File: config.mk
export PLATFORM = sky130hd
export DESIGN_NAME = irq_poll_ctl
export DESIGN_NICKNAME = d
export VERILOG_FILES = /design/src/rtl/irq_poll_pkg.sv /design/src/rtl/irq_ext_sense.sv /design/src/rtl/irq_latch_bank.sv /design/src/rtl/irq_prio_pick.sv /design/src/rtl/irq_poll_core.sv /design/src/rtl/irq_poll_ctl.sv
export SDC_FILE = /design/constraint.sdc
export NUM_CORES = 1
export LEC_CHECK = 0
export BUFFER_PORTS_ARGS = -buffer_cell sky130_fd_sc_hd__buf_2
export CORE_MARGIN = 2
export CORE_UTILIZATION = 31
export CTS_CLUSTER_DIAMETER = 100
export DETAILED_ROUTE_END_ITERATION = 16
export GPL_TIMING_DRIVEN = 1
export SYNTH_ARGS = -nofsm -noshare
export SYNTH_HDL_FRONTEND = slang
export SYNTH_SLANG_ARGS = --single-unit
File: constraint.sdc
create_clock -name clk -period 3.9 [get_ports clk]
set_clock_uncertainty 0.05 [all_clocks]
set_input_delay 0.585 -clock clk [delete_from_list [all_inputs] [get_ports clk]]
set_output_delay 0.585 -clock clk [all_outputs]
set_load 0.01 [all_outputs]
File: src/rtl/irq_poll_pkg.sv
package irq_poll_pkg;

    localparam int unsigned SRC_N         = 7;
    localparam int unsigned VEC_W         = $clog2(SRC_N);
    localparam int unsigned IE_W          = 8;
    localparam int unsigned IE_GLOBAL_BIT = 7;
    localparam int unsigned IE2_SPI_BIT   = 2;
    localparam int unsigned EXT_N         = 2;

    // Vector index doubles as priority rank: lower value wins.
    typedef enum logic [VEC_W-1:0] {
        SRC_EXT0 = 3'd0,
        SRC_TMR0 = 3'd1,
        SRC_EXT1 = 3'd2,
        SRC_TMR1 = 3'd3,
        SRC_UART = 3'd4,
        SRC_TMR2 = 3'd5,
        SRC_SPI  = 3'd6
    } src_e;

    typedef logic [SRC_N-1:0] src_vec_t;

    typedef struct packed {
        logic hit;
        src_e idx;
    } pick_t;

    // Sources held in sticky flags inside the latch bank; the external
    // pins are conditioned by their own sensing logic and pass straight through.
    localparam src_vec_t LATCHED_SRC = 7'b111_1010;

    function automatic pick_t pick_first(input src_vec_t req);
        pick_t r;
        r.hit = 1'b0;
        r.idx = SRC_EXT0;
        for (int i = int'(SRC_N) - 1; i >= 0; i--) begin
            if (req[i]) begin
                r.hit = 1'b1;
                r.idx = src_e'(i[VEC_W-1:0]);
            end
        end
        return r;
    endfunction

    function automatic src_vec_t onehot_of(input src_e s);
        src_vec_t r;
        r = '0;
        r[s] = 1'b1;
        return r;
    endfunction

    function automatic src_vec_t build_enables(input logic [IE_W-1:0] main_r,
                                               input logic [IE_W-1:0] aux_r);
        src_vec_t r;
        r           = '0;
        r[SRC_EXT0] = main_r[0];
        r[SRC_TMR0] = main_r[1];
        r[SRC_EXT1] = main_r[2];
        r[SRC_TMR1] = main_r[3];
        r[SRC_UART] = main_r[4];
        r[SRC_TMR2] = main_r[5];
        r[SRC_SPI]  = aux_r[IE2_SPI_BIT];
        return r;
    endfunction

endpackage

File: src/rtl/irq_ext_sense.sv
module irq_ext_sense (
    input  logic clk,
    input  logic rst,
    input  logic pin_n,
    input  logic edge_mode,
    input  logic ack,
    output logic req
);

    logic samp_q;
    logic prev_q;
    logic flag_q;
    logic fall;

    // Pin idles high; both sample stages reset to the idle level.
    always_ff @(posedge clk) begin
        if (rst) begin
            samp_q <= 1'b1;
            prev_q <= 1'b1;
        end else begin
            samp_q <= pin_n;
            prev_q <= samp_q;
        end
    end

    assign fall = prev_q & ~samp_q;

    always_ff @(posedge clk) begin
        if (rst || !edge_mode) begin
            flag_q <= 1'b0;
        end else if (fall) begin
            flag_q <= 1'b1;
        end else if (ack) begin
            flag_q <= 1'b0;
        end
    end

    assign req = edge_mode ? flag_q : ~samp_q;


    edge_set_chk: assert property (@(posedge clk) disable iff (rst)
        (edge_mode && fall) |=> flag_q);


    edge_hold_chk: assert property (@(posedge clk) disable iff (rst)
        (edge_mode && flag_q && !ack) |=> flag_q);

endmodule

File: src/rtl/irq_latch_bank.sv
module irq_latch_bank
    import irq_poll_pkg::*;
#(
    parameter int unsigned N     = SRC_N,
    parameter logic [N-1:0] LATCH = LATCHED_SRC
) (
    input  logic         clk,
    input  logic         rst,
    input  logic [N-1:0] raw,
    input  logic [N-1:0] ack_vec,
    output logic [N-1:0] pend
);

    for (genvar g = 0; g < int'(N); g++) begin : g_src
        if (LATCH[g]) begin : g_sticky
            logic flag_q;
            // A new strobe wins over an acknowledge in the same cycle.
            always_ff @(posedge clk) begin
                if (rst) begin
                    flag_q <= 1'b0;
                end else if (raw[g]) begin
                    flag_q <= 1'b1;
                end else if (ack_vec[g]) begin
                    flag_q <= 1'b0;
                end
            end
            assign pend[g] = flag_q;


            strobe_latch_chk: assert property (@(posedge clk) disable iff (rst)
                raw[g] |=> pend[g]);
        end else begin : g_thru
            logic unused_ack;
            assign unused_ack = ack_vec[g];
            assign pend[g]    = raw[g];
        end
    end

endmodule

File: src/rtl/irq_prio_pick.sv
module irq_prio_pick
    import irq_poll_pkg::*;
(
    input  src_vec_t req,
    output pick_t    pick
);

    assign pick = pick_first(req);

endmodule

File: src/rtl/irq_poll_core.sv
module irq_poll_core
    import irq_poll_pkg::*;
(
    input  logic     clk,
    input  logic     rst,
    input  src_vec_t pend,
    input  src_vec_t en_vec,
    input  logic     gie,
    input  logic     last,
    input  logic     penult,
    output logic     take,
    output src_e     vec,
    output src_vec_t ack_vec
);

    src_vec_t snap_q;
    src_vec_t cand;
    logic     take_q;
    src_e     vec_q;
    pick_t    pk;
    logic     grant;

    assign cand = snap_q & en_vec & {SRC_N{gie}};

    irq_prio_pick u_pick (
        .req  (cand),
        .pick (pk)
    );

    // The acknowledge cycle itself never grants.
    assign grant   = last & ~take_q & pk.hit;
    assign ack_vec = grant ? onehot_of(pk.idx) : '0;

    always_ff @(posedge clk) begin
        if (rst) begin
            snap_q <= '0;
            take_q <= 1'b0;
            vec_q  <= SRC_EXT0;
        end else begin
            if (penult || last) begin
                snap_q <= pend & ~ack_vec;
            end
            take_q <= grant;
            if (grant) begin
                vec_q <= pk.idx;
            end
        end
    end

    assign take = take_q;
    assign vec  = vec_q;


    take_after_last_chk: assert property (@(posedge clk) disable iff (rst)
        take_q |-> $past(last));


    single_ack_chk: assert property (@(posedge clk) disable iff (rst)
        take_q |=> !take_q);


    qualified_chk: assert property (@(posedge clk) disable iff (rst)
        take_q |-> ($past(snap_q) != '0));


    global_gate_chk: assert property (@(posedge clk) disable iff (rst)
        take_q |-> $past(gie));


    prio_order_chk: assert property (@(posedge clk) disable iff (rst)
        take_q |-> (($past(cand) & (onehot_of(vec_q) - src_vec_t'(1))) == '0));

endmodule

File: src/rtl/irq_poll_ctl.sv
module irq_poll_ctl
    import irq_poll_pkg::*;
(
    input  logic            clk,
    input  logic            rst,
    input  logic            ext0_n,
    input  logic            ext1_n,
    input  logic            ext0_edge,
    input  logic            ext1_edge,
    input  logic            tmr0_evt,
    input  logic            tmr1_evt,
    input  logic            tmr2_evt,
    input  logic            uart_evt,
    input  logic            spi_evt,
    input  logic [IE_W-1:0] ie_main,
    input  logic [IE_W-1:0] ie_aux,
    input  logic            last_cyc,
    input  logic            penult_cyc,
    output logic            irq_take,
    output logic [VEC_W-1:0] irq_vec
);

    logic [EXT_N-1:0] pin_n;
    logic [EXT_N-1:0] edge_sel;
    logic [EXT_N-1:0] ext_ack;
    logic [EXT_N-1:0] ext_req;
    src_vec_t         raw;
    src_vec_t         pend;
    src_vec_t         en_vec;
    src_vec_t         ack_vec;
    src_e             vec_sel;
    logic             unused_ie;

    assign pin_n    = {ext1_n, ext0_n};
    assign edge_sel = {ext1_edge, ext0_edge};
    assign ext_ack  = {ack_vec[SRC_EXT1], ack_vec[SRC_EXT0]};

    for (genvar k = 0; k < int'(EXT_N); k++) begin : g_ext
        irq_ext_sense u_sense (
            .clk       (clk),
            .rst       (rst),
            .pin_n     (pin_n[k]),
            .edge_mode (edge_sel[k]),
            .ack       (ext_ack[k]),
            .req       (ext_req[k])
        );
    end

    always_comb begin
        raw           = '0;
        raw[SRC_EXT0] = ext_req[0];
        raw[SRC_TMR0] = tmr0_evt;
        raw[SRC_EXT1] = ext_req[1];
        raw[SRC_TMR1] = tmr1_evt;
        raw[SRC_UART] = uart_evt;
        raw[SRC_TMR2] = tmr2_evt;
        raw[SRC_SPI]  = spi_evt;
    end

    irq_latch_bank #(
        .N     (SRC_N),
        .LATCH (LATCHED_SRC)
    ) u_bank (
        .clk     (clk),
        .rst     (rst),
        .raw     (raw),
        .ack_vec (ack_vec),
        .pend    (pend)
    );

    assign en_vec    = build_enables(ie_main, ie_aux);
    assign unused_ie = ^{ie_main[6], ie_aux[7:3], ie_aux[1:0]};

    irq_poll_core u_core (
        .clk     (clk),
        .rst     (rst),
        .pend    (pend),
        .en_vec  (en_vec),
        .gie     (ie_main[IE_GLOBAL_BIT]),
        .last    (last_cyc),
        .penult  (penult_cyc),
        .take    (irq_take),
        .vec     (vec_sel),
        .ack_vec (ack_vec)
    );

    assign irq_vec = vec_sel;

endmodule

# == Word-level counts from Yosys, hierarchy flattened ==
# Cells that the tools add are included.
# totals
register_bits,22
out_inout_bits,4
word_cells,66
# classes
n_lt_le_gt_ge,2
muxes,26
n_bitwise,11
reduce_logical,13
# op_table
op,count
4-bit 2-to-1 mux,7
7-bit AND,3
1-bit 2-to-1 mux,17
2-bit nonzero test,7
7-bit 2-to-1 mux,1
7-bit inverter,1
1-bit AND,4
"3-bit by 4-bit less-than comparator with 1-bit output, second input constant",1
1-bit demux with 3-bit select,1
"3-bit by 1-bit >= comparator with 1-bit output, second input constant",1
1-bit logical OR,3
1-bit inverter,3
1-bit zero test,2
1-bit logical AND,1

# == Longest topological paths before layout ==
# Gate-level depths: netlist of the first run.
# logic_depth
ltp_word,16
ltp_mapped,5
depth_no_buf,4

# == By module ==
# A second synthesis of the first run with hierarchy kept.
# unflattened
cells_unflattened,123
area_unflattened_um2,1092.3
# by_module_without_submodules
mod,instances,cells_per_inst,area_each_um2,seq_area_each_um2
irq_poll_core,1,63,549.3,220.2
irq_ext_sense,2,11,121.4,60.1
irq_latch_bank,1,27,227.7,100.1
irq_prio_pick,1,11,72.6,0.0

# == Least setup slack after synthesis of the first run ==
# Ideal clock, no wire load.
# synth_path
kind,input-to-reg
start,input port ie_main[0]
end,register u_bank.g_src[5].g_sticky.flag_q
setup_ns,0.128
arrival_ns,1.597
t_required_ns,3.722
slack_ns,2.125
cell_stages,4
n_path_buf,0
cell_sequence,a22o_1 -> or4_4 -> nor3_2 -> o22ai_1
# synth_between
elab_chain_len,9
word_cells_on_any_way,11
cone_classes,order compare: 2; mux: 4; bitwise: 3; reduce/logical: 2
# synth_rtl
element,line_no,rtl
"start, declared",irq_poll_ctl.sv:15,"input logic [IE_W-1:0] ie_main,"
7-bit AND * (2 in series),irq_poll_core.sv:23,assign cand = snap_q & en_vec & {SRC_N{gie}};
4-bit 2-to-1 mux *,irq_poll_pkg.sv:37,if (req[i]) begin
3-bit by 4-bit less-than comparator with 1-bit output (implied by the code) / 3-bit by 1-bit >= comparator with 1-bit output (equally long branches),irq_poll_pkg.sv:48,r[s] = 1'b1;
1-bit logical AND (implied by the code),irq_poll_pkg.sv:48,
1-bit 2-to-1 mux (implied by the code),irq_poll_pkg.sv:48,
1-bit demux with 3-bit select,n/a,
7-bit 2-to-1 mux *,irq_poll_core.sv:32,assign ack_vec = grant ? onehot_of(pk.idx) : '0;
2-bit nonzero test (no source line) *,n/a,
"end signal, assigned",irq_latch_bank.sv:20,flag_q <= 1'b0;
"end signal, assigned",irq_latch_bank.sv:22,flag_q <= 1'b1;
"end signal, assigned",irq_latch_bank.sv:24,flag_q <= 1'b0;
"end, declared",irq_latch_bank.sv:16,logic flag_q;
# Every way passes the cells marked *; elsewhere a longest branch is shown, timed or not.
# A chain may end at the register's enable or synchronous reset.

# == Final worst setup path of the first run ==
# layout_path
start,input port ie_main[0]
end,register u_core.snap_q[5]
# layout_between
elab_chain_len,10
word_cells_on_any_way,12
cone_classes,order compare: 2; mux: 4; bitwise: 5; reduce/logical: 1
# layout_rtl
element,line_no,rtl
7-bit AND * (2 in series),irq_poll_core.sv:23,
4-bit 2-to-1 mux *,irq_poll_pkg.sv:37,
3-bit by 4-bit less-than comparator with 1-bit output (implied by the code) / 3-bit by 1-bit >= comparator with 1-bit output (equally long branches),irq_poll_pkg.sv:48,
1-bit logical AND (implied by the code),irq_poll_pkg.sv:48,
1-bit 2-to-1 mux (implied by the code),irq_poll_pkg.sv:48,
1-bit demux with 3-bit select,n/a,
7-bit 2-to-1 mux *,irq_poll_core.sv:32,
7-bit inverter *,irq_poll_core.sv:41,snap_q <= pend & ~ack_vec;
7-bit AND *,irq_poll_core.sv:41,
"end signal, assigned",irq_poll_core.sv:41,
"end, declared",irq_poll_core.sv:16,src_vec_t snap_q;
# Marked as above.

==> reports/qor.yml, run 1 <==
cts.htree.levels: 1
cts_buffers: 3
cp_cell_sequence: "buf_2 -> a22o_1 -> or4_4 -> nor3_2 -> o31ai_1"
final_common_cell: "buf_2"
grt_pass1_vias: 860
clockBufferDepth: 2
r2r_setup_slack_ns: 2.30
detail-route-antenna-nets: 0
grt_start_max_net_pins: 32
synthDistinctLibCells: 35
status: "completed"
slew_viol_final: 0
wl_per_cell_um: 11.9
syn-cell-area_um2: 1030
drive_gt1_frac: 0.277
cts-hold-fix-buffers: 0
synth_top_area_frac: 0.427
setup_slack_ns: 2.23
grt.busiest_layer: "met2"
core_region_area_um2: 3100
insertion_delay_ns: 0.30
pwr_density_cell_nw_per_um2: 351
cap_violations: 0
crit_required_ns: 4.02
port_buffers: 24
crit_end: "u_core.snap_q[5]$_SDFFE_PP0P_"
crit_path_start: "ie_main[0]"
tns_ns: 0
antenna_found_initial: 0
worst_ir_drop_vdd_v: 0.000182
path_buf_inv: 1
whs_ns: 0.409
grt_use_met3: 0.0373
cts_tree: "done"
rr_startpoint: "u_core.snap_q[1]$_SDFFE_PP0P_"
cts-resized-gates: 0
finalSetupViolations: 0
grt_pass1_wl_um: 3680
power.leakage_nw: 0.479
max_freq_mhz: 600
cts_sinks: 22
cts_setup_buffers: 0
start_util: 0.333
met2_usage: 0.195
ys_ff_latch: 22
dieArea_um2: 3810
synthTopCellsByArea: "dfxtp_1, nand3b_1, nand2b_1, o22ai_1, a21oi_1"
fin_nets: 167
vias: 944
max_slew_margin: 0.410
n_antenna_cell: 0
period_minus_slack_ns: 1.67
grt-ovfl-total: 0
fin_util: 0.394
chipWidth_um: 61.7
die_height_um: 61.7
synth_area_leader_cell: "dfxtp_1"
yosys_warnings: 0
rsz0062_at_grt: "no"
start_kind: "primary input"
syn_to_final_growth_pct: 18.3
cp.depth: 5
root_buffer: "clkbuf_4"
max_stage_delay_ns: 0.56
slowest_stage: "or4_4"
initialDrtViolationCount: 64
crit_family: "simple AND/OR/NAND/NOR gates"
synthesis.nets: 143
worstPathArrival_ns: 1.78
drc_errors: 0
syn_inst: 114
drt-vias-per-instance: 5.22
worst_pin_slew_ns: 0.882
final-hold-violation-count: 0
layout_common_cells: "buf_2, dfxtp_1, nand3b_1"
use_met1: 0.174
synth_seq_area_share: 0.427
synth.avg_cell_area_um2: 9.05
track_usage: 0.127
p_total_mw: 0.429
dp_slack_ns: 1.89
place_hpwl_um: 1610
crit_fanout: 4
clkTransAtPathRegs_ns: 0.11
ff2ff_path_depth: 4
top_level_ports: 33
r2r_end: "u_core.snap_q[5]$_SDFFE_PP0P_"
gp_congestion: 0.890
min_path_type: "in2reg"
min_period_over_period: 0.427
worstSetupPathType: "in2reg"
drt_first_pass_iters: 4
end_kind: "flop"
placementRows: 20
wl_um: 2160
==> Yosys cell counts <==
| master | instances |
|---|---|
| or4bb_1 | 2 |
| nor3_2 | 1 |
| or2_2 | 4 |
| nor4b_1 | 1 |
| a31oi_2 | 1 |
| dfxtp_1 | 22 |
| nor3_1 | 3 |
| a32oi_1 | 1 |
| o21ai_0 | 4 |
| a21oi_2 | 1 |
| inv_1 | 6 |
| nand4_1 | 2 |
| nor2b_1 | 1 |
| a31o_2 | 1 |
| o22ai_1 | 5 |
| or3_1 | 1 |
| a221o_1 | 1 |
| a21oi_1 | 6 |
| o211ai_2 | 1 |
| a41o_1 | 1 |
| o211a_1 | 1 |
| a22oi_1 | 3 |
| nand3_1 | 2 |
| nand2b_1 | 5 |
| o31ai_1 | 4 |
| nor2_1 | 6 |
| nand3b_1 | 9 |
| and2_1 | 1 |
| mux2i_1 | 1 |
| o41ai_1 | 2 |
| a22o_1 | 3 |
| buf_4 | 1 |
| clkbuf_1 | 4 |
| nand2_1 | 6 |
| or4_4 | 1 |
==> where the power goes <==
part | switching (mW) | total, mW | internal, mW | leakage (nW)
logic | 0.0336 | 0.0610 | 0.0274 | 0.277
registers | 0.00782 | 0.246 | 0.238 | 0.182
clock network | 0.0651 | 0.122 | 0.0569 | 0.0210
==> worst min path at each step <==
stage,start,endpoint,slack (ns),cells past startpoint
2_1_floorplan,g_ext[0].u_sense.samp_q$_SDFF_PP1_,g_ext[0].u_sense.prev_q$_SDFF_PP1_,0.38,1
3_3_place_gp,u_core.vec[1]$_SDFFE_PP0P_,u_core.vec[1]$_SDFFE_PP0P_,0.39,2
3_5_place_dp,u_core.vec[1]$_SDFFE_PP0P_,u_core.vec[1]$_SDFFE_PP0P_,0.40,2
4_1_cts,ext0_n,g_ext[0].u_sense.samp_q$_SDFF_PP1_,0.39,2
5_1_grt,ext0_n,g_ext[0].u_sense.samp_q$_SDFF_PP1_,0.39,2
6_report,ext0_n,g_ext[0].u_sense.samp_q$_SDFF_PP1_,0.41,2
==> layer usage <==
metal	wire (um)	share of wire	up-vias
met1	1010	0.47	429
met3	183	0.085	4
met2	945	0.44	34
li1	-	-	477
met4	20	0.0093	0
met5	0	0	-
==> state kept, by name, indices dropped and copies added (netlist names) <==
register	cells
g_ext.u_sense.flag_q	2
g_ext.u_sense.prev_q	2
g_ext.u_sense.samp_q	2
u_bank.g_src.g_sticky.flag_q	5
u_core.snap_q	7
u_core.take	1
u_core.vec	3
==> area by class of cell <==
class / instances / area [um^2]
Tap cell: 44 / 55.1
Multi-Input combinational cell: 81 / 547
Clock buffer: 4 / 36.3
Sequential cell: 22 / 440
Timing Repair Buffer: 24 / 120
Inverter: 6 / 22.5
Fill cell: 340 / 1880
==> metrics by stage <==
stage / area (um^2) / cells
2_1_floorplan: 1030 / 114
3_3_place_gp: 1180 / 177
3_5_place_dp: 1180 / 177
4_1_cts: 1220 / 181
5_1_grt: 1220 / 181
6_report: 1220 / 181
==> worst register-to-register path, stage by stage (launching register included) <==
cell,delay [ns]
dfxtp_1,0.36
a22o_1,0.25
or4_4,0.56
nor3_2,0.16
o31ai_1,0.09
==> logic make-up (layout without fill, tap and decap cells) <==
group,count (synthesis),count (layout),share of synthesized area
AO/OA/AOI/OAI,35,35,0.251
buffers and inverters,11,34,0.0436
flip-flops,22,22,0.427
multiplexers,1,1,0.00970
AND/OR/NAND/NOR,45,45,0.269
No activity file was read; power rests on OpenSTA's default activity.
==> run 2, diff against run 1 <==
==> constraint.sdc (replaced) <==
create_clock -name clk -period 1.42 [get_ports clk]
set_clock_uncertainty 0.05 [all_clocks]
set_input_delay 0.213 -clock clk [delete_from_list [all_inputs] [get_ports clk]]
set_output_delay 0.213 -clock clk [all_outputs]
set_load 0.01 [all_outputs]
==> reports/qor.yml, run 2 (synthesis gave the netlist of run 1 again) <==
status: "finished with violations"  # was completed
violations: "negative setup slack"
drc_errors: 0  # unchanged
max_freq_mhz: 637
initialDrtViolationCount: 42  # was 64
start_util: 0.333  # unchanged
drive_gt1_frac: 0.481  # was 0.277
grt_start_max_net_pins: 26  # was 32
holdPathStages: 2  # unchanged
max_slew_margin: 0.753  # was 0.410
track_usage: 0.156  # was 0.127
cp_cell_sequence: "a22o_1 -> or4_4 -> nor3_4 -> o22ai_1"  # was buf_2 -> a22o_1 -> or4_4 -> nor3_2 -> o31ai_1
root_buffer: "clkbuf_4"  # unchanged
final_common_cell: "buf_2"  # unchanged
drt-vias-per-instance: 5.12  # was 5.22
cap_violations: 0  # unchanged
n_antenna_cell: 0  # unchanged
min_to: "g_ext[1].u_sense.samp_q$_SDFF_PP1_"  # was g_ext[0].u_sense.samp_q$_SDFF_PP1_
clockBufferDepth: 2  # unchanged
r2r_end: "u_bank.g_src[5].g_sticky.flag_q$_SDFFE_PP0P_"  # was u_core.snap_q[5]$_SDFFE_PP0P_
vias: 1035  # was 944
cts_buffers: 3  # unchanged
antenna_found_initial: 0  # unchanged
crit_path_start: "u_core.snap_q[0]$_SDFFE_PP0P_"  # was ie_main[0]
top_register: "u_core.snap_q"  # unchanged
core_region_area_um2: 3100  # unchanged
crit_family: "simple AND/OR/NAND/NOR gates"  # unchanged
start_kind: "flop"  # was primary input
finalSetupViolations: 14  # was 0
min_path_type: "in2reg"  # unchanged
r2r_setup_slack_ns: -0.15  # was 2.30 ns
wl_um: 2710  # was 2160 um
worst_ir_drop_vdd_v: 0.000480  # was 0.000182 V
crit_required_ns: 1.59  # was 4.02 ns
tns_ns: -1.33  # was 0 ns
path_buf_inv: 0  # was 1
slowest_stage: "or4_4"  # unchanged
dp_slack_ns: -0.149  # was 1.89 ns
wl_per_cell_um: 13.4  # was 11.9 um
pwr_density_cell_nw_per_um2: 943  # was 351 nW/um^2
hp-start: "ext1_n"  # was ext0_n
cts_sinks: 22  # unchanged
cts.htree.levels: 1  # unchanged
layout_common_cells: "buf_2, dfxtp_1, buf_4"  # was buf_2, dfxtp_1, nand3b_1
chipWidth_um: 61.7  # unchanged
max_stage_delay_ns: 0.58  # was 0.56 ns
power.leakage_nw: 0.617  # was 0.479 nW
min_period_over_period: 1.11
period_minus_slack_ns: 1.57
largest_reg_flops: 7  # unchanged
setup_slack_ns: -0.150  # was 2.23 ns
cts_tree: "done"  # unchanged
worst_pin_slew_ns: 0.371  # was 0.882 ns
rsz0062_at_grt: "yes"  # was no
port_buffers: 24  # unchanged
detail-route-antenna-nets: 0  # unchanged
gp_congestion: 0.972  # was 0.890
grt-ovfl-total: 0  # unchanged
grt_pass1_wl_um: 4350  # was 3680 um
place_hpwl_um: 1910  # was 1610 um
dieArea_um2: 3810  # unchanged
rr_startpoint: "u_core.snap_q[0]$_SDFFE_PP0P_"  # was u_core.snap_q[1]$_SDFFE_PP0P_
syn_to_final_growth_pct: 46.3  # was 18.3%
clkTransAtPathRegs_ns: 0.13  # was 0.11 ns
worstSetupPathType: "reg2reg"  # was in2reg
fin_util: 0.487  # was 0.394
top_level_ports: 33  # unchanged
drt_first_pass_iters: 4  # unchanged
end_kind: "flop"  # unchanged
fin_nets: 188  # was 167
worstPathArrival_ns: 1.74  # was 1.78 ns
grt_pass1_vias: 1014  # was 860
slew_viol_final: 0  # unchanged
placementRows: 20  # unchanged
final-hold-violation-count: 0  # unchanged
ff2ff_path_depth: 4  # unchanged
crit_fanout: 3  # was 4
die_height_um: 61.7  # unchanged
insertion_delay_ns: 0.32  # was 0.30 ns
run 2: changes by cell type in the layout (fill, tap and decap cells not counted), moves of 3 or more:
cell,delta
nand2_1,-3
buf_4,+18
a21oi_2,+3
a21oi_1,-4
nand2_2,+3
buf_6,+3
run 2: worst max-delay path by stage:
stage | end | slack [ns] | cells after the start
finish | u_bank.g_src[5].g_sticky.flag_q$_SDFFE_PP0P_ | -0.15 | 4
global route | u_bank.g_src[3].g_sticky.flag_q$_SDFFE_PP0P_ | -0.18 | 6
CTS | u_bank.g_src[4].g_sticky.flag_q$_SDFFE_PP0P_ | -0.14 | 4
detailed placement | u_bank.g_src[5].g_sticky.flag_q$_SDFFE_PP0P_ | -0.15 | 5
global placement | u_bank.g_src[5].g_sticky.flag_q$_SDFFE_PP0P_ | -0.13 | 5
floorplan | u_bank.g_src[5].g_sticky.flag_q$_SDFFE_PP0P_ | -0.07 | 4
run 2: final cells by class:
cell class              count  area [um^2]
clock buffers               3         22.5
clock inverters             1         30.0
fillers                   322         1590
inverters                   6         22.5
multi-input cells          81          648
flip-flops and latches     22          443
well taps                  44         55.1
repair buffers             45          289
run 2: power breakdown:
| part | switching [mW] | total (mW) | internal [mW] |
|---|---|---|---|
| registers | 0.0175 | 0.672 | 0.655 |
| clock network | 0.204 | 0.490 | 0.286 |
| logic | 0.133 | 0.262 | 0.129 |
run 2: metrics by stage:
step / std cells / power (mW) / hold slack, ns / area (um^2)
finish: 202 / 1.42 / 0.0133 / 1510
global route: 202 / 1.49 / 0.00844 / 1510
CTS: 199 / 1.41 / 0.00693 / 1430
detailed placement: 195 / 0.900 / 0.351 / 1320
global placement: 195 / 0.890 / 0.347 / 1320
floorplan: 114 / 0.797 / 0.267 / 1030
run 2: worst reg2reg max path: cells and delay by family (launching register included):
family	cells	cell delay (ns)
compound gates	2	0.34
simple gates	2	0.72
flops	1	0.36
run 2: layer usage:
metal | GRT usage | routed length, um | part of all wire
met4 | 0.0426 | 34 | 0.013
met5 | 0 | 0 | 0
met3 | 0.0476 | 165 | 0.061
met2 | 0.268 | 1280 | 0.47
met1 | 0.190 | 1220 | 0.45
run 2: what timing repair did:
| item | 4_1_cts | 5_1_grt |
|---|---|---|
| pin swaps | 4 | 8 |
| setup buffers | 0 | 3 |
| endpoints found under the setup margin | 15 | 18 |
| hold buffers | 0 | 0 |
| resized for setup | 9 | 15 |
==> run 3, diff against run 2 <==
--- a/config.mk
+++ b/config.mk
@@ -7,10 +7,11 @@
 export LEC_CHECK = 0
 export BUFFER_PORTS_ARGS = -buffer_cell sky130_fd_sc_hd__buf_2
 export CORE_MARGIN = 2
-export CORE_UTILIZATION = 31
+export CORE_UTILIZATION = 44
 export CTS_CLUSTER_DIAMETER = 100
 export DETAILED_ROUTE_END_ITERATION = 16
 export GPL_TIMING_DRIVEN = 1
+export PLACE_DENSITY = 0.73
 export SYNTH_ARGS = -nofsm -noshare
 export SYNTH_HDL_FRONTEND = slang
 export SYNTH_SLANG_ARGS = --single-unit
==> reports/qor.yml, run 3 (synthesis gave the netlist of run 1 again) <==
setup_slack_ns: -0.119  # was -0.150 ns
max_slew_margin: 0.710  # was 0.753
dp_slack_ns: -0.200  # was -0.149 ns
rsz0062_at_grt: "yes"  # unchanged
cts_tree: "done"  # unchanged
pwr_density_cell_nw_per_um2: 891  # was 943 nW/um^2
top_level_ports: 33  # unchanged
insertion_delay_ns: 0.30  # was 0.32 ns
power.leakage_nw: 0.598  # was 0.617 nW
max_freq_mhz: 650  # was 637 MHz
fin_nets: 187  # was 188
place_inst: 179  # was 195
worst_ir_drop_vdd_v: 0.000578  # was 0.000480 V
violations: "negative setup slack"  # unchanged
clkTransAtPathRegs_ns: 0.12  # was 0.13 ns
min_period_over_period: 1.08  # was 1.11
use_met1: 0.239  # was 0.190
track_usage: 0.198  # was 0.156
chipWidth_um: 52.4  # was 61.7 um
drt_first_pass_iters: 4  # unchanged
initialDrtViolationCount: 23  # was 42
core_region_area_um2: 2210  # was 3100 um^2
die_height_um: 52.4  # was 61.7 um
vias: 1034  # was 1,035
syn_to_final_growth_pct: 36.0  # was 46.3%
crit_path_start: "u_core.snap_q[3]$_SDFFE_PP0P_"  # was u_core.snap_q[0]$_SDFFE_PP0P_
wl_um: 2500  # was 2710 um
place_hpwl_um: 1820  # was 1910 um
status: "finished with violations"  # unchanged
grt_pass1_vias: 992  # was 1,014
tns_ns: -0.699  # was -1.33 ns
whs_ns: 0.0385  # was 0.0133 ns
met2_usage: 0.333  # was 0.268
worst_pin_slew_ns: 0.434  # was 0.371 ns
final_common_cell: "buf_2"  # unchanged
worstPathArrival_ns: 1.68  # was 1.74 ns
wl_per_cell_um: 13.5  # was 13.4 um
min_path_type: "in2reg"  # unchanged
largest_reg_flops: 7  # unchanged
final_cells: 185  # was 202
n_antenna_cell: 0  # unchanged
slew_viol_final: 0  # unchanged
cts_sinks: 22  # unchanged
design_area_um2: 1400  # was 1510 um^2
cts-hold-fix-buffers: 0  # unchanged
port_buffers: 24  # unchanged
drc_errors: 0  # unchanged
top_register: "u_core.snap_q"  # unchanged
fin_util: 0.635  # was 0.487
start_util: 0.467  # was 0.333
drt-vias-per-instance: 5.59  # was 5.12
p_total_mw: 1.25  # was 1.42 mW
clockBufferDepth: 2  # unchanged
detail-route-antenna-nets: 0  # unchanged
root_buffer: "clkbuf_4"  # unchanged
cts_buffers: 3  # unchanged
placementRows: 17  # was 20
layout_common_cells: "buf_2, buf_4, dfxtp_1"  # was buf_2, dfxtp_1, buf_4
end_kind: "flop"  # unchanged
placed_cell_area_um2: 1300  # was 1320 um^2
drive_gt1_frac: 0.446  # was 0.481
grt_start_max_net_pins: 32  # was 26
crit_required_ns: 1.56  # was 1.59 ns
grt.busiest_layer: "met2"  # unchanged
antenna_found_initial: 0  # unchanged
r2r_setup_slack_ns: -0.12  # was -0.15 ns
cts.htree.levels: 1  # unchanged
cap_violations: 0  # unchanged
grt_pass1_wl_um: 4000  # was 4350 um
grt_use_met3: 0.0371  # was 0.0476
worstSetupPathType: "reg2reg"  # unchanged
start_kind: "flop"  # unchanged
gp_congestion: 0.789  # was 0.972
final-hold-violation-count: 0  # unchanged
finalSetupViolations: 11  # was 14
rr_startpoint: "u_core.snap_q[3]$_SDFFE_PP0P_"  # was u_core.snap_q[0]$_SDFFE_PP0P_
grt-ovfl-total: 0  # unchanged
crit_fanout: 4  # was 3
dieArea_um2: 2750  # was 3810 um^2
hp-start: "ext0_n"  # was ext1_n
period_minus_slack_ns: 1.54  # was 1.57 ns
run 3: cell types whose count changed in the layout (fill, tap and decap cells not counted), moves of 2 or more:
| cell | change |
|---|---|
| dfxtp_1 | -3 |
| nor3_1 | +2 |
| buf_4 | +2 |
| nand2_2 | -3 |
| dfxtp_2 | +3 |
| nand2_1 | +3 |
| buf_6 | -3 |
| a21oi_1 | +2 |
run 3: cell type report:
| type | instances | area (um^2) |
|---|---|---|
| multi-input combinational | 81 | 593 |
| timing repair buffer | 44 | 270 |
| fill | 201 | 808 |
| inverter | 6 | 22.5 |
| clock buffer | 4 | 36.3 |
| sequential | 22 | 447 |
| tap | 28 | 35.0 |
run 3: critical path: stages (launching register included):
cell     delay [ns]
dfxtp_2        0.34
a22o_1         0.25
or4_4          0.56
nor3_4         0.14
o22ai_1        0.09
run 3: repair_timing:
| item | in CTS | in global routing |
|---|---|---|
| buffers inserted | 0 | 2 |
| endpoints found under the setup margin | 15 | 16 |
| resized for setup | 6 | 8 |
| pin swaps | 4 | 7 |
run 3: worst paths after layout:
path	endpoint	cells after the start
hold reg to reg	u_core.vec[1]$_SDFFE_PP0P_	2
setup / recovery	u_bank.g_src[5].g_sticky.flag_q$_SDFFE_PP0P_	4
setup reg to reg	u_bank.g_src[5].g_sticky.flag_q$_SDFFE_PP0P_	4
hold / removal	g_ext[0].u_sense.samp_q$_SDFF_PP1_	2
run 3: metal layers:
metal | vias to the layer above | part of all wire
li1 | 513 | -
met4 | 0 | 0.016
met5 | - | 0
met2 | 34 | 0.50
met1 | 483 | 0.43
met3 | 4 | 0.048
run 3: where the power goes:
part / switching (mW) / internal (mW) / total [mW]
logic: 0.120 / 0.120 / 0.240
registers: 0.0176 / 0.656 / 0.673
clock network: 0.182 / 0.156 / 0.338
